## src/rtl/sreg_pkg.sv

```systemverilog
package sreg_pkg;
  localparam int ADDR_W     = 6;
  localparam int DATA_W     = 8;
  localparam int GAIN_W     = DATA_W + 1;
  localparam int PD_W       = 7;
  localparam int FRAME_BITS = 1 + ADDR_W + DATA_W;

  localparam logic [ADDR_W-1:0] A_PWR  = 6'h07;
  localparam logic [ADDR_W-1:0] A_OFS  = 6'h20;
  localparam logic [ADDR_W-1:0] A_GLSB = 6'h24;
  localparam logic [ADDR_W-1:0] A_GMSB = 6'h28;

  localparam logic [DATA_W-1:0] OFS_RST  = 8'h80;
  localparam logic [DATA_W-1:0] GMSB_RST = 8'h0C;
endpackage

```

## src/rtl/sreg_frame_rx.sv

```systemverilog
module sreg_frame_rx
  import sreg_pkg::*;
(
  input  logic              clk_i,
  input  logic              rst_ni,
  input  logic              sen_i,
  input  logic              sck_i,
  input  logic              sdi_i,
  input  logic [DATA_W-1:0] rdata_i,
  output logic [ADDR_W-1:0] raddr_o,
  output logic              wr_o,
  output logic [ADDR_W-1:0] waddr_o,
  output logic [DATA_W-1:0] wdata_o,
  output logic              sdo_o
);
  localparam int CNT_MAX = FRAME_BITS + 1;
  localparam int CNT_W   = $clog2(CNT_MAX + 1);

  logic sck_q, sck_q2, sen_q, sen_q2, sdi_q;
  logic sck_rise, sen_rise, sen_fall;
  logic [FRAME_BITS-1:0] in_sr;
  logic [DATA_W-1:0]     out_sr;
  logic [CNT_W-1:0]      cnt;
  logic                  rd_act;

  always_ff @(posedge clk_i or negedge rst_ni) begin
    if (!rst_ni) begin
      sck_q <= 1'b0; sck_q2 <= 1'b0;
      sen_q <= 1'b0; sen_q2 <= 1'b0;
      sdi_q <= 1'b0;
    end else begin
      sck_q <= sck_i; sck_q2 <= sck_q;
      sen_q <= sen_i; sen_q2 <= sen_q;
      sdi_q <= sdi_i;
    end
  end

  assign sck_rise = sck_q & ~sck_q2;
  assign sen_rise = sen_q & ~sen_q2;
  assign sen_fall = ~sen_q & sen_q2;

  always_ff @(posedge clk_i or negedge rst_ni) begin
    if (!rst_ni) begin
      in_sr  <= '0;
      out_sr <= '0;
      cnt    <= '0;
      rd_act <= 1'b0;
    end else if (sen_rise || sen_fall) begin
      cnt    <= '0;
      rd_act <= 1'b0;
    end else if (sck_rise && sen_q) begin
      in_sr <= {in_sr[FRAME_BITS-2:0], sdi_q};
      if (cnt != CNT_W'(CNT_MAX)) cnt <= cnt + 1'b1;
      if (cnt == CNT_W'(ADDR_W)) begin
        // last address bit is arriving now: latch direction and read data
        rd_act <= in_sr[ADDR_W-1];
        out_sr <= rdata_i;
      end else begin
        out_sr <= {out_sr[DATA_W-2:0], 1'b0};
      end
    end
  end

  assign raddr_o = {in_sr[ADDR_W-2:0], sdi_q};
  assign wr_o    = sen_fall && (cnt == CNT_W'(FRAME_BITS)) && !in_sr[FRAME_BITS-1];
  assign waddr_o = in_sr[DATA_W +: ADDR_W];
  assign wdata_o = in_sr[DATA_W-1:0];
  assign sdo_o   = rd_act & out_sr[DATA_W-1];
endmodule

```

## src/rtl/sreg_bank.sv

```systemverilog
module sreg_bank
  import sreg_pkg::*;
#(
  parameter int NUM_CH = 3
) (
  input  logic                     clk_i,
  input  logic                     rst_ni,
  input  logic                     wr_i,
  input  logic [ADDR_W-1:0]        waddr_i,
  input  logic [DATA_W-1:0]        wdata_i,
  input  logic [ADDR_W-1:0]        raddr_i,
  output logic [DATA_W-1:0]        rdata_o,
  output logic [NUM_CH*DATA_W-1:0] ofs_o,
  output logic [NUM_CH*GAIN_W-1:0] gain_o,
  output logic [PD_W-1:0]          pd_o
);
  localparam logic [ADDR_W-1:0] A_OFS_ALL  = A_OFS  + ADDR_W'(NUM_CH);
  localparam logic [ADDR_W-1:0] A_GLSB_ALL = A_GLSB + ADDR_W'(NUM_CH);
  localparam logic [ADDR_W-1:0] A_GMSB_ALL = A_GMSB + ADDR_W'(NUM_CH);

  logic [DATA_W-1:0] rd_ch [NUM_CH];
  logic [PD_W-1:0]   pd_q;

  for (genvar ch = 0; ch < NUM_CH; ch++) begin : g_ch
    localparam logic [ADDR_W-1:0] A_O = A_OFS  + ADDR_W'(ch);
    localparam logic [ADDR_W-1:0] A_L = A_GLSB + ADDR_W'(ch);
    localparam logic [ADDR_W-1:0] A_M = A_GMSB + ADDR_W'(ch);

    logic [DATA_W-1:0] ofs_q, msb_q;
    logic              lsb_q;

    always_ff @(posedge clk_i or negedge rst_ni) begin
      if (!rst_ni) begin
        ofs_q <= OFS_RST;
        msb_q <= GMSB_RST;
        lsb_q <= 1'b0;
      end else if (wr_i) begin
        if (waddr_i == A_O || waddr_i == A_OFS_ALL)  ofs_q <= wdata_i;
        if (waddr_i == A_M || waddr_i == A_GMSB_ALL) msb_q <= wdata_i;
        if (waddr_i == A_L || waddr_i == A_GLSB_ALL) lsb_q <= wdata_i[0];
      end
    end

    always_comb begin
      rd_ch[ch] = '0;
      if (raddr_i == A_O)      rd_ch[ch] = ofs_q;
      else if (raddr_i == A_M) rd_ch[ch] = msb_q;
      else if (raddr_i == A_L) rd_ch[ch] = {{(DATA_W-1){1'b0}}, lsb_q};
    end

    assign ofs_o[ch*DATA_W +: DATA_W]  = ofs_q;
    assign gain_o[ch*GAIN_W +: GAIN_W] = {msb_q, lsb_q};
  end

  always_ff @(posedge clk_i or negedge rst_ni) begin
    if (!rst_ni)                      pd_q <= '0;
    else if (wr_i && waddr_i == A_PWR) pd_q <= wdata_i[PD_W-1:0];
  end

  always_comb begin
    rdata_o = (raddr_i == A_PWR) ? DATA_W'(pd_q) : '0;
    for (int i = 0; i < NUM_CH; i++) rdata_o = rdata_o | rd_ch[i];
  end

  assign pd_o = pd_q;
endmodule

```

## src/rtl/sreg_serial_bank.sv

```systemverilog
module sreg_serial_bank
  import sreg_pkg::*;
#(
  parameter int NUM_CH = 3
) (
  input  logic                     clk_i,
  input  logic                     rst_ni,
  input  logic                     sen_i,
  input  logic                     sck_i,
  input  logic                     sdi_i,
  output logic                     sdo_o,
  output logic [NUM_CH*DATA_W-1:0] ofs_o,
  output logic [NUM_CH*GAIN_W-1:0] gain_o,
  output logic [PD_W-1:0]          pd_o
);
  logic              wr_w;
  logic [ADDR_W-1:0] waddr_w, raddr_w;
  logic [DATA_W-1:0] wdata_w, rdata_w;

  sreg_frame_rx u_rx (
    .clk_i   (clk_i),
    .rst_ni  (rst_ni),
    .sen_i   (sen_i),
    .sck_i   (sck_i),
    .sdi_i   (sdi_i),
    .rdata_i (rdata_w),
    .raddr_o (raddr_w),
    .wr_o    (wr_w),
    .waddr_o (waddr_w),
    .wdata_o (wdata_w),
    .sdo_o   (sdo_o)
  );

  sreg_bank #(.NUM_CH(NUM_CH)) u_bank (
    .clk_i   (clk_i),
    .rst_ni  (rst_ni),
    .wr_i    (wr_w),
    .waddr_i (waddr_w),
    .wdata_i (wdata_w),
    .raddr_i (raddr_w),
    .rdata_o (rdata_w),
    .ofs_o   (ofs_o),
    .gain_o  (gain_o),
    .pd_o    (pd_o)
  );
endmodule

```

## config.mk

```make
export PLATFORM = sky130hd
export DESIGN_NAME = sreg_serial_bank
export DESIGN_NICKNAME = d
export VERILOG_FILES = /design/src/rtl/sreg_pkg.sv /design/src/rtl/sreg_frame_rx.sv /design/src/rtl/sreg_bank.sv /design/src/rtl/sreg_serial_bank.sv
export SDC_FILE = /design/constraint.sdc
export NUM_CORES = 1
export LEC_CHECK = 0
export ABC_AREA = 1
export CORE_MARGIN = 4
export CORE_UTILIZATION = 65
export CTS_BUF_LIST = sky130_fd_sc_hd__clkbuf_4 sky130_fd_sc_hd__clkbuf_8
export CTS_CLUSTER_DIAMETER = 150
export CTS_CLUSTER_SIZE = 14
export DETAILED_ROUTE_END_ITERATION = 12
export DONT_BUFFER_PORTS = 1
export PLACE_DENSITY_LB_ADDON = 0.15
export SYNTH_ARGS = -nofsm -noshare
export SYNTH_HDL_FRONTEND = slang
export SYNTH_SLANG_ARGS = --single-unit
export TNS_END_PERCENT = 30
```

## constraint.sdc

```tcl
create_clock -name clk_i -period 3.9 [get_ports clk_i]
set_input_delay 0.195 -clock clk_i [delete_from_list [all_inputs] [get_ports clk_i]]
set_output_delay 0.195 -clock clk_i [all_outputs]
set_load 0.05 [all_outputs]
```

== Word-level counts from Yosys, hierarchy flattened ==
Index checks and enable logic that the tools add are counted.
Storage, ports and cells
  bits of input ports: 5
  bits in registers: 92
  word-level logic and storage cells: 104
Operators by class
  bitwise logic cells: 11
  eq/ne operators: 26
  multiplexer cells: 17
  add/sub/neg operators: 1
  reduce and logical (&&, ||, !) cells: 30
Operators with widths (number)
  $eq A6 B6 Y1 const B: 21
  $mux W8: 7
  $or A8 B8 Y8: 3
  $reduce_and A2 Y1: 12
  $mux W5: 3
  $eq A6 B3 Y1 const B: 2
  $logic_or A1 B1 Y1: 10
  $mux W7: 1
  $mux W1: 6
  $reduce_bool A2 Y1: 3
  $add A5 B1 Y5 const B: 1
  $eq A5 B3 Y1 const B: 1
  $eq A5 B4 Y1 const B: 1
  $ne A5 B5 Y1 const B: 1
  $and A1 B1 Y1: 4
  $logic_and A1 B1 Y1: 4
  $not A1 Y1: 4
  $logic_not A1 Y1: 1

== Logic depth before layout (Yosys ltp) ==
Gate-level depths: netlist (run 1).
  word-level depth: 8
  gate-level depth with buffers: 12
  gate-level depth less buffers: 11

== By module ==
A second synthesis (run 1) with hierarchy kept.
Second synthesis, totals
  cells, all modules: 592
  area total of the unflattened synthesis: 4673.2 um^2
Modules (own cells, without submodules)
  sreg_bank: area each 2946.6 um^2, times used 1, cells each 374, seq. area each 1462.7 um^2
  sreg_frame_rx: area each 1726.7 um^2, times used 1, cells each 218, seq. area each 850.8 um^2

== Worst setup path after synthesis (run 1) ==
No wires, ideal clock.
  path type: flip-flop to flip-flop
  start point: register u_rx.cnt[1]
  end point: register u_bank.g_ch[1].msb_q[5]
  library setup time: 0.128 ns
  period minus slack after synthesis: 1.707 ns
  arrival: 1.579 ns
  slack: 2.193 ns
  path buffers: 1
  required time: 3.772 ns
  stages on the path, launching flop included: 13
  path through: dfrtp_1 ha_1 nand2_1 nor2_1 ha_1 nand2_1 nor2_2 inv_1 nor2_1 nand2_1 buf_6 nand2_1 o21ai_0
Between the ends
  cells in the longest elaborated chain, start to end: 4
RTL lines
  start, declared: RTL line sreg_frame_rx.sv:23  | logic [CNT_W-1:0] cnt;
  start signal, assigned: RTL line sreg_frame_rx.sv:53  | if (cnt != CNT_W'(CNT_MAX)) cnt <= cnt + 1'b1;
  $eq A5 B4 Y1: RTL line sreg_frame_rx.sv:65  | assign wr_o = sen_fall && (cnt == CNT_W'(FRAME_BITS)) && !in_sr[FRAME_BITS-1];
  $logic_and A1 B1 Y1 (2 in series): RTL line sreg_frame_rx.sv:65
  $reduce_and A2 Y1 (no line)
  end signal, assigned: RTL line sreg_bank.sv:39  | if (waddr_i == A_M || waddr_i == A_GMSB_ALL) msb_q <= wdata_i;
  end, declared: RTL line sreg_bank.sv:29  | logic [DATA_W-1:0] ofs_q, msb_q;
Every way passes these cells.
A chain may end at the register's enable or synchronous reset.

== Worst setup path after layout (run 1) ==
  start point: register u_rx.cnt[1]
  end point: register u_bank.g_ch[2].ofs_q[4]
Between the ends
  cells in the longest elaborated chain, start to end: 4
RTL lines
  $eq A5 B4 Y1: RTL line sreg_frame_rx.sv:65
  $logic_and A1 B1 Y1 (2 in series): RTL line sreg_frame_rx.sv:65
  $reduce_and A2 Y1 (no line)
  end signal, assigned: RTL line sreg_bank.sv:38  | if (waddr_i == A_O || waddr_i == A_OFS_ALL) ofs_q <= wdata_i;
  end, declared: RTL line sreg_bank.sv:29
Every way passes these cells.

==> results.py, run 1 <==
metrics = {
    "clock_network": {
        "cts_max_level": 3,
        "cts_tree": "yes",
        "cts_buffers": 9,
        "cts_setup_buffers": 0,
        "cts_root_buf": "clkbuf_8",
        "clockBufferDepth": 2,
        "cts-resized-gates": 0,
        "clk_latency_ns": 0.36,
        "cts_sinks": 92,
        "clkTransAtPathRegs_ns": 0.09,
    },
    "flow_run": {
        "cap_violations": 0,
    },
    "power_and_ir_drop": {
        "p_per_area_mw_per_mm2": 387,
        "leakage_nw": 2.09,
        "switching_share": 0.285,
        "internal_power_mw": 1.24,
        "p_sw_mw": 0.495,
        "vdd_drop_max_mv": 0.355,
        "combPwrFrac": 0.103,
        "total_power_mw": 1.74,
        "pwr-share-seq": 0.576,
        "clkPwrFrac": 0.321,
    },
    "floorplanning": {
        "die_x_um": 89.4,
        "core_mm2": 0.00639,
        "die_h_um": 89.4,
        "rows": 29,
        "die_area_mm2": 0.00799,
        "initial_utilization": 0.674,
        "io_pins": 64,
    },
    "final_layout": {
        "area_growth_pct": 4.45,
        "drive_gt1_frac": 0.0970,
        "antennaDiodeCount": 0,
        "fin_nets": 533,
    },
    "worst_setup_path": {
        "worstPathRequired_ns": 4.11,
        "r2r_start": "u_rx.cnt[1]$_DFFE_PN0P_",
        "r2r_end": "u_bank.g_ch[2].ofs_q[4]$_DFFE_PN0P_",
        "startpoint_type": "register",
        "crit_arrival_ns": 2.53,
        "path_cells": "ha_1, nand2_1, nor2_1, ha_1, nand2_1, nor2_2, inv_1, nor2_1, nand2_1, nand2_1, o21ai_0",
        "startpoint": "u_rx.cnt[1]$_DFFE_PN0P_",
        "reg2reg_depth": 11,
        "setup.worst_path.end": "u_bank.g_ch[2].ofs_q[4]$_DFFE_PN0P_",
        "rrSetupSlack_ns": 1.58,
        "worstSetupEndpointType": "register",
        "crit_path_max_incr_delay_ns": 0.41,
        "path_class": "register to register",
        "critPathSlowestCell": "dfrtp_1",
        "critical_path.most_common_cell": "nand2_1",
        "critPathMaxFanout": 16,
    },
    "timing": {
        "rsz0062_at_grt": "no",
        "hold_viol": 0,
        "setup_viol": 0,
        "final-max-slew-violation-count": 0,
        "fmax_ghz": 0.431,
        "skew_ns": 0.0101,
        "slew_headroom": 0.599,
        "finalCriticalPeriod_ns": 2.32,
        "setup_tns_ns": 0,
        "tightest_slew_ns": 0.599,
        "fin_crit_sh": 0.595,
        "fin_ws_ns": 1.58,
    },
    "global_route": {
        "grtUsageTotal": 0.293,
        "antenna_found_initial": 0,
        "grt_max_degree": 93,
        "grt_overflow_total": 0,
        "grt_pass1_vias": 3403,
        "grt_first_pass_wirelength_mm": 17.3,
    },
    "synth": {
        "netlist_instances": 525,
        "syn_area_per_cell_um2": 8.20,
        "yosysTopAreaCellShare": 0.483,
        "synth-seq-cells": 92,
        "ys_seq_area_frac": 0.538,
        "syn_area_mm2": 0.00430,
        "yosysUniqueCellTypes": 27,
        "synth_warnings": 0,
        "syn_nets": 535,
        "synth.largest_area_cell": "dfrtp_1",
        "netlist_top_cells_area": "dfrtp_1 48%, nand2_1 17%, o21ai_0 8.6%",
    },
    "detailed_routing": {
        "wirelength_mm": 10.8,
        "drt-vias-per-instance": 5.84,
        "routed-via-count": 3524,
        "postRouteAntennaNets": 0,
        "drt_iter0_drc": 276,
        "first_pass_iters": 5,
        "drcViolationCount": 0,
        "routedWlPerCell_um": 17.9,
    },
    "placed_design": {
        "port_buffers": 0,
        "gp_congestion": 0.928,
        "dpl.hpwl_mm": 7.60,
        "place_ws_ns": 1.76,
    },
    "min_path": {
        "hold_class": "register to register",
        "hold_depth": 0,
    },
    "status": {
        "outcome": "finished, final reports clean",
    },
}
-- metrics by stage --
stage	instance area [um2]	hold slack [ns]	instances	util
after floorplan	4300	-0.101	525	-
after global placement	4270	-0.0978	584	0.669
after detailed placement	4270	-0.0983	584	0.669
after CTS	4490	0.375	603	0.704
after global routing	4490	0.386	603	0.704
final	4490	0.378	603	0.704
-- final cells by class --
type | instances | area, um2
Tap cell | 77 | 96.3
Clock buffer | 11 | 139
Sequential cell | 92 | 2310
Fill cell | 523 | 1890
Clock inverter | 3 | 17.5
Multi-Input combinational cell | 380 | 1730
Inverter | 35 | 131
Timing Repair Buffer | 5 | 67.6
-- state kept, by name (all words and copies together), names as in the netlist, 3 cells and up --
signal and cells:
u_bank.g_ch.lsb_q 3, u_bank.pd_o 7, u_rx.cnt 5, u_bank.g_ch.msb_q 24
u_rx.out_sr 8, u_bank.g_ch.ofs_q 24, u_rx.in_sr 15
-- routing by layer --
metal,up-vias,track usage,share of wire
met4,0,0.127,0.027
met1,1664,0.405,0.41
met3,26,0.0866,0.11
met2,174,0.433,0.45
met5,-,0,0
li1,1660,-,-
-- cells in the mapped netlist --
| master | count |
|---|---|
| clkbuf_1 | 2 |
| a31oi_1 | 1 |
| nor2_4 | 8 |
| nor2_2 | 6 |
| and2_1 | 1 |
| a21oi_1 | 2 |
| o21ai_0 | 74 |
| nand2_2 | 2 |
| nor2_1 | 45 |
| nand4_1 | 2 |
| ha_1 | 5 |
| dfstp_2 | 9 |
| or2_2 | 1 |
| nand4_2 | 1 |
| nand2_4 | 1 |
| o211ai_1 | 1 |
| nand2_1 | 198 |
| inv_2 | 8 |
| buf_2 | 7 |
| buf_6 | 5 |
| buf_4 | 4 |
| o22ai_1 | 1 |
| nor3_1 | 6 |
| inv_1 | 27 |
| dfrtp_1 | 83 |
| nand3_1 | 23 |
| mux2i_1 | 2 |
-- cells in the final DEF, fill, tap and decap left out, types with 4 or more instances in the layout --
| master | n |
|---|---|
| nor2_4 | 8 |
| dlygate4sd3_1 | 4 |
| nor2_2 | 6 |
| dfrtp_1 | 83 |
| dfstp_2 | 9 |
| ha_1 | 5 |
| nand2_1 | 198 |
| nor2_1 | 45 |
| inv_2 | 8 |
| clkbuf_8 | 9 |
| inv_1 | 27 |
| o21ai_0 | 74 |
| nor3_1 | 6 |
| nand3_1 | 23 |
-- critical path, delay by kind of cell (launching register included) --
family / cells / cell delay [ns]
AND/OR/NAND/NOR: 7 / 1.19
adder cells (fa/ha/maj): 2 / 0.36
AO/OA/AOI/OAI: 1 / 0.11
flip-flops: 1 / 0.41
buffers and inverters: 1 / 0.09
-- timing repair --
action	CTS	global route
hold buffers	5	0
setup endpoints to repair	0	0
endpoints found under the hold margin	95	0
-- worst min-delay path by stage --
stage,from,endpoint,slack [ns]
5_1_grt,sen_i,u_rx.sen_q$_DFF_PN0_,0.39
3_3_place_gp,rst_ni,u_rx.sen_q2$_DFF_PN0_,-0.1
4_1_cts,sen_i,u_rx.sen_q$_DFF_PN0_,0.37
6_report,u_rx.sck_q$_DFF_PN0_,u_rx.sck_q2$_DFF_PN0_,0.38
3_5_place_dp,rst_ni,u_rx.sen_q2$_DFF_PN0_,-0.1
2_1_floorplan,rst_ni,u_bank.g_ch[0].lsb_q$_DFFE_PN0P_,-0.10
-- cells by family after synthesis --
group	synth area share
AO/OA/AOI/OAI	0.0931
adder cells (fa/ha/maj)	0.0145
buffers and inverters	0.0605
flip-flops	0.538
multiplexers	0.00465
AND/OR/NAND/NOR	0.290
-- power by group through the flow --
stage | Sequential, mW | Clock, mW | Combinational, mW
6_report | 1.00 | 0.558 | 0.179
5_1_grt | 1.00 | 0.605 | 0.198
4_1_cts | 1.00 | 0.566 | 0.177
3_5_place_dp | 1.02 | 0 | 0.151
3_3_place_gp | 1.02 | 0 | 0.150
2_1_floorplan | 1.01 | 0 | 0.120
Note: power is estimated with default switching activity, not from simulation.
==> run 2: changes to the inputs <==
- ABC_AREA: 1 -> 0
- CORE_UTILIZATION: 65 -> 59
- clock period: 3.9 -> 1.94 ns (I/O delays scaled with it)
==> run 2 against run 1 <==
The flow now finishes with violations (hold timing). Sequential share of layout area decreased by 6.1 points. Critical endpoint is now u_bank.g_ch[1].ofs_q[2]$_DFFE_PN0P_. Non-clock buffer count increased by 52. Largest cell class unchanged. Utilization increased by 3.1 points. Combinational power increased by 140%. Critical path depth decreased by 2. Fmax increased by 20%.
==> results.py, run 2 <==
metrics = {
    "status": {
        "outcome": "complete, but fails checks",
        "violations": "hold timing",
    },
    "global_route": {
        "gr-usage-met1": 0.332,
        "grt_overflow_total": 0,
        "grt_busiest_layer": "met2",
        "grt_max_degree": 93,
        "grt_util_met2": 0.409,
        "grt_pass1_vias": 3232,
        "grt_first_pass_wirelength_mm": 17.1,
        "met3_usage": 0.0740,
        "grtUsageTotal": 0.256,
        "antenna_found_initial": 0,
    },
    "timing": {
        "fin_crit_sh": 0.996,
        "fin_ws_ns": 0.00784,
        "tightest_slew_ns": 0.583,
        "slew_headroom": 0.611,
        "setup_viol": 0,
        "hold_viol": 92,
        "final-max-slew-violation-count": 0,
        "finalCriticalPeriod_ns": 1.93,
        "hold-worst-slack_ns": -0.577,
        "skew_ns": 0.0122,
        "rsz0062_at_grt": "yes",
        "fmax_ghz": 0.518,
    },
    "clock_network": {
        "clockBufferDepth": 2,
        "cts_tree": "yes",
        "cts_root_buf": "clkbuf_8",
        "cts_sinks": 92,
        "cts_buffers": 9,
        "hold_buffers": 3,
        "clkTransAtPathRegs_ns": 0.09,
        "cts_max_level": 3,
        "clk_latency_ns": 0.35,
    },
    "worst_setup_path": {
        "r2r_end": "u_bank.g_ch[1].ofs_q[2]$_DFFE_PN0P_",
        "crit_arrival_ns": 2.18,
        "r2r_start": "u_rx.cnt[0]$_DFFE_PN0P_",
        "cp.depth": 9,
        "path_class": "register to register",
        "critPathMaxFanout": 8,
        "rrSetupSlack_ns": 0.008,
        "path_cells": "ha_2, and3_4, ha_4, nand2_4, nor3b_4, buf_4, nand2_2, buf_12, mux2_2",
        "critPathSlowestCell": "dfrtp_1",
        "worstSetupEndpointType": "register",
        "worstPathRequired_ns": 2.19,
        "crit_path_max_incr_delay_ns": 0.37,
        "crit_family": "simple AND/OR/NAND/NOR gates",
        "cp_num_buf_inv": 2,
        "reg2reg_depth": 9,
        "startpoint_type": "register",
    },
    "final_layout": {
        "fillers": 487,
        "area_growth_pct": 18.0,
        "antennaDiodeCount": 0,
        "drive_gt1_frac": 0.361,
        "reg.largest.list": "u_bank.g_ch.msb_q x24, u_bank.g_ch.ofs_q x24, u_rx.in_sr x15",
        "final_cell_mix": "83 x dfrtp_1, 54 x nand2_1, 50 x mux2_2, 49 x buf_4, 18 x o21ai_0",
        "utilization": 0.734,
        "fin_nets": 434,
        "layout_commonest_cell": "dfrtp_1",
    },
    "power_and_ir_drop": {
        "vdd_drop_max_mv": 0.697,
        "leakage_nw": 2.50,
        "p_per_area_mw_per_mm2": 758,
    },
    "min_path": {
        "hold_class": "input pin to asynchronous set/reset pin",
    },
    "synth": {
        "netlist_top_cells_area": "dfrtp_1 48%, mux2_2 15%, dfstp_2 5.5%",
        "ys_seq_area_frac": 0.535,
        "yosysMostFrequentCell": "dfrtp_1",
        "yosysUniqueCellTypes": 47,
        "syn_nets": 391,
        "synth-seq-cells": 92,
        "netlist_instances": 381,
        "synth-async-reset-ratio": 1.00,
        "yosysTopAreaCellShare": 0.481,
        "synth_warnings": 0,
        "synth.largest_area_cell": "dfrtp_1",
        "synth_edf_count": 0,
        "synth_top_flop_cell": "dfrtp_1",
        "syn_area_per_cell_um2": 11.3,
        "synth_common_cells": "83 x dfrtp_1, 59 x nand2_1, 57 x mux2_2",
        "syn_area_mm2": 0.00432,
    },
    "placed_design": {
        "place_ws_ns": -0.126,
        "dpl.hpwl_mm": 7.32,
        "port_buffers": 0,
        "gp_congestion": 0.867,
    },
    "floorplanning": {
        "io_pins": 64,
        "rows": 30,
        "die_area_mm2": 0.00876,
        "initial_utilization": 0.622,
        "core_mm2": 0.00694,
        "die_h_um": 93.6,
        "die_x_um": 93.6,
    },
    "detailed_routing": {
        "first_pass_iters": 4,
        "postRouteAntennaNets": 0,
        "drt_iter0_drc": 192,
        "drt-vias-per-instance": 5.93,
        "drcViolationCount": 0,
        "routedWlPerCell_um": 19.8,
        "wirelength_mm": 10.4,
        "routed-via-count": 3113,
    },
    "flow_run": {
        "cap_violations": 0,
    },
}
-- run 2: layout make-up --
type	instances	area, um2	area share
Clock buffer	11	145	0.0285
Clock inverter	5	61.3	0.0120
Inverter	7	26.3	0.00515
Multi-Input combinational cell	257	1960	0.385
Sequential cell	92	2310	0.454
Tap cell	96	120	0.0236
Timing Repair Buffer	57	472	0.0925
-- run 2: worst max-delay path by stage --
stage / startpoint / endpoint
after global placement: u_rx.cnt[0]$_DFFE_PN0P_ / u_bank.g_ch[2].ofs_q[7]$_DFFE_PN1P_
after global routing: u_rx.cnt[1]$_DFFE_PN0P_ / u_bank.pd_o[1]$_DFFE_PN0P_
after floorplan: u_rx.cnt[0]$_DFFE_PN0P_ / u_bank.pd_o[0]$_DFFE_PN0P_
after CTS: u_rx.cnt[0]$_DFFE_PN0P_ / u_bank.pd_o[5]$_DFFE_PN0P_
after detailed placement: u_rx.cnt[1]$_DFFE_PN0P_ / u_bank.g_ch[2].ofs_q[1]$_DFFE_PN0P_
final: u_rx.cnt[0]$_DFFE_PN0P_ / u_bank.g_ch[1].ofs_q[2]$_DFFE_PN0P_
-- run 2: kinds of logic (layout without fill, tap and decap cells) --
group,Yosys count,after routing,share of synthesized area
AO/OA/AOI/OAI,49,49,0.0649
XOR/XNOR,2,2,0.00406
adder cells (fa/ha/maj),5,5,0.0145
buffers and inverters,32,80,0.0342
flip-flops,92,92,0.535
multiplexers,74,74,0.190
AND/OR/NAND/NOR,127,127,0.157
-- run 2: layer usage --
layer	wire, um	vias to the layer above
met5	0	-
met4	213	0
met3	968	22
met2	5010	106
met1	4200	1564
li1	-	1421
-- run 2: metrics by stage --
stage / TNS, ns / area (um2) / power (mW) / instances
finish: 0 / 5100 / 3.87 / 525
global route: -1.18 / 5100 / 4.04 / 525
CTS: -0.396 / 5030 / 3.86 / 525
detailed placement: -1.46 / 4760 / 2.57 / 505
global placement: -1.08 / 4760 / 2.55 / 505
floorplan: 0 / 4330 / 2.38 / 381
-- run 2: report_power, final --
| group | total, mW | switching [mW] | internal (mW) |
|---|---|---|---|
| combinational | 0.438 | 0.243 | 0.195 |
| sequential | 2.12 | 0.117 | 2.00 |
| clock | 1.31 | 0.664 | 0.650 |
| total | 3.87 | 1.02 | 2.84 |
-- run 2: timing repair --
action                                  CTS  global route
endpoints found under the setup margin   39            57
hold endpoints to repair                 95            92
pin swaps                                 2             6
resized for setup                         7            20
gates cloned                              0             0
buffers inserted                          1             1
==> run 3: changes to the inputs <==
--- a/config.mk
+++ b/config.mk
@@ -8,3 +8,4 @@
 export ABC_AREA = 0
-export CORE_MARGIN = 4
+export CAP_MARGIN = 30
+export CORE_MARGIN = 1.5
 export CORE_UTILIZATION = 59
==> constraint.sdc (replaced) <==
create_clock -name clk_i -period 1.94 [get_ports clk_i]
set_input_delay 0.388 -clock clk_i [delete_from_list [all_inputs] [get_ports clk_i]]
set_output_delay 0.388 -clock clk_i [all_outputs]
set_load 0.05 [all_outputs]
==> run 3 against run 2 <==
Die area shrank 10%. Sequential power is essentially flat. Largest power group unchanged. Setup slack lost 0.013 ns. Power shrank 0.15%. The flow finishes with violations (hold timing, setup timing). Combinational power grew 2%. Final area shrank 2.1%. Hold slack gained 0.29 ns. Cell count shrank 2.5%.
==> results.py, run 3 (same netlist as run 2, synthesis figures left out) <==
metrics = {
    "power_and_ir_drop": {
        "p_per_area_mw_per_mm2": 774,
        "vdd_drop_max_mv": 0.475,
        "leakage_nw": 2.42,
    },
    "status": {
        "outcome": "complete, but fails checks",
        "violations": "hold timing, setup timing",
    },
    "timing": {
        "final-max-slew-violation-count": 0,
        "rsz0062_at_grt": "yes",
        "hold_viol": 92,
        "skew_ns": 0.00523,
        "setup_viol": 2,
        "finalCriticalPeriod_ns": 1.94,
        "hold-worst-slack_ns": -0.288,
        "tightest_slew_ns": 0.551,
        "setup_tns_ns": -0.00738,
        "fin_crit_sh": 1.00,
        "slew_headroom": 0.632,
        "fin_ws_ns": -0.00475,
        "fmax_ghz": 0.514,
    },
    "placed_design": {
        "dpl.hpwl_mm": 6.99,
        "place_ws_ns": -0.0305,
        "port_buffers": 0,
        "gp_congestion": 0.870,
    },
    "flow_run": {
        "cap_violations": 0,
    },
    "worst_setup_path": {
        "path_cells": "ha_2, and3_4, ha_4, nand2_4, nor3b_4, and3_4, mux2_4",
        "critical_path.most_common_cell": "and3_4",
        "worstPathRequired_ns": 2.19,
        "path_class": "register to register",
        "r2r_end": "u_bank.pd_o[2]$_DFFE_PN0P_",
        "cp_num_buf_inv": 0,
        "critPathSlowestCell": "dfrtp_1",
        "crit_path_max_incr_delay_ns": 0.37,
        "rrSetupSlack_ns": -0.005,
        "worstSetupEndpointType": "register",
        "startpoint_type": "register",
        "critPathMaxFanout": 7,
        "crit_family": "simple AND/OR/NAND/NOR gates",
        "crit_arrival_ns": 2.19,
        "r2r_start": "u_rx.cnt[1]$_DFFE_PN0P_",
        "reg2reg_depth": 7,
    },
    "global_route": {
        "antenna_found_initial": 0,
        "grt_pass1_vias": 2934,
        "grt_max_degree": 93,
        "grtUsageTotal": 0.280,
        "grt_first_pass_wirelength_mm": 16.0,
        "grt_overflow_total": 0,
    },
    "final_layout": {
        "antennaDiodeCount": 0,
        "final_cell_mix": "83 x dfrtp_1, 55 x nand2_1, 50 x mux2_2, 32 x buf_4, 18 x o21ai_0",
        "drive_gt1_frac": 0.339,
        "reg.largest.list": "u_bank.g_ch.msb_q x24, u_bank.g_ch.ofs_q x24, u_rx.in_sr x15",
        "fin_nets": 418,
        "fillers": 528,
        "area_growth_pct": 15.6,
        "utilization": 0.696,
        "layout_commonest_cell": "dfrtp_1",
    },
    "detailed_routing": {
        "postRouteAntennaNets": 0,
        "drt-met1-wl_mm": 4.43,
        "drt_iter0_drc": 217,
        "routed-via-count": 3051,
        "first_pass_iters": 4,
        "met3_length_um": 815,
        "wirelength_mm": 10.3,
        "drt-vias-per-instance": 5.96,
        "routedWlPerCell_um": 20.1,
        "maxUsedRoutingLayer": "met4",
        "drcViolationCount": 0,
        "wl_met2_mm": 4.85,
    },
    "clock_network": {
        "cts_max_level": 3,
        "clk_latency_ns": 0.36,
        "cts_tree": "yes",
        "cts_buffers": 9,
        "cts_setup_buffers": 0,
        "clockBufferDepth": 2,
        "clkTransAtPathRegs_ns": 0.09,
        "cts_root_buf": "clkbuf_8",
        "cts_sinks": 92,
    },
    "floorplanning": {
        "core_mm2": 0.00718,
        "die_x_um": 88.6,
        "die_area_mm2": 0.00784,
        "die_h_um": 88.6,
        "io_pins": 64,
        "rows": 31,
        "initial_utilization": 0.602,
    },
    "min_path": {
        "hold_class": "input pin to asynchronous set/reset pin",
    },
}
## run 3: cell types whose count changed in the layout (fill, tap and decap cells not counted), moves of 2 or more
cell / delta
nand2_2: -3
buf_6: +5
nand2_4: +2
buf_4: -17
clkinv_4: -2
clkinvlp_4: +3
dlygate4sd3_1: -3
## run 3: metal layers
metal / track usage / vias up
met5: 0 / -
met4: 0.108 / 0
met3: 0.0597 / 15
met2: 0.432 / 112
met1: 0.392 / 1528
li1: - / 1396
## run 3: where the power goes
group          total, mW  internal [mW]  switching [mW]
registers           2.09           2.00          0.0953
clock network       1.32          0.600           0.720
logic              0.448          0.193           0.255
## run 3: cell type report
cell class                      count  area [um2]  area share
Sequential cell                    92        2310       0.463
Multi-Input combinational cell    257        1980       0.396
Timing Repair Buffer               41         350      0.0702
Clock buffer                        9         124      0.0248
Tap cell                           99         124      0.0248
Clock inverter                      7        75.1      0.0150
Inverter                            7        26.3     0.00526
## run 3: through the flow
| stage | total power, mW | area, um2 | std cells | hold WS [ns] |
|---|---|---|---|---|
| global placement | 2.54 | 4660 | 497 | 0.0946 |
| detailed placement | 2.55 | 4660 | 497 | 0.0943 |
| finish | 3.86 | 4990 | 512 | -0.288 |
| CTS | 3.85 | 4880 | 513 | -0.311 |
| global route | 4.00 | 4990 | 512 | -0.307 |
| floorplan | 2.38 | 4330 | 381 | 0.0924 |
## run 3: what timing repair did
item / in CTS / in global routing
setup endpoints to repair: 33 / 63
hold endpoints to repair: 92 / 92
gates resized for setup: 6 / 28
pin swaps: 2 / 5
## run 3: worst max-delay path by stage
stage,from,to,slack (ns),cells after the start
finish,u_rx.cnt[1]$_DFFE_PN0P_,u_bank.pd_o[2]$_DFFE_PN0P_,-0.005,7
CTS,u_rx.cnt[0]$_DFFE_PN0P_,u_bank.g_ch[2].ofs_q[7]$_DFFE_PN1P_,-0.02,8
floorplan,u_rx.cnt[0]$_DFFE_PN0P_,u_bank.pd_o[0]$_DFFE_PN0P_,0.04,8
detailed placement,u_rx.cnt[1]$_DFFE_PN0P_,u_bank.pd_o[6]$_DFFE_PN0P_,-0.03,8
global route,u_rx.cnt[1]$_DFFE_PN0P_,u_bank.pd_o[2]$_DFFE_PN0P_,-0.07,7
global placement,u_rx.cnt[0]$_DFFE_PN0P_,u_bank.pd_o[2]$_DFFE_PN0P_,0.02,8
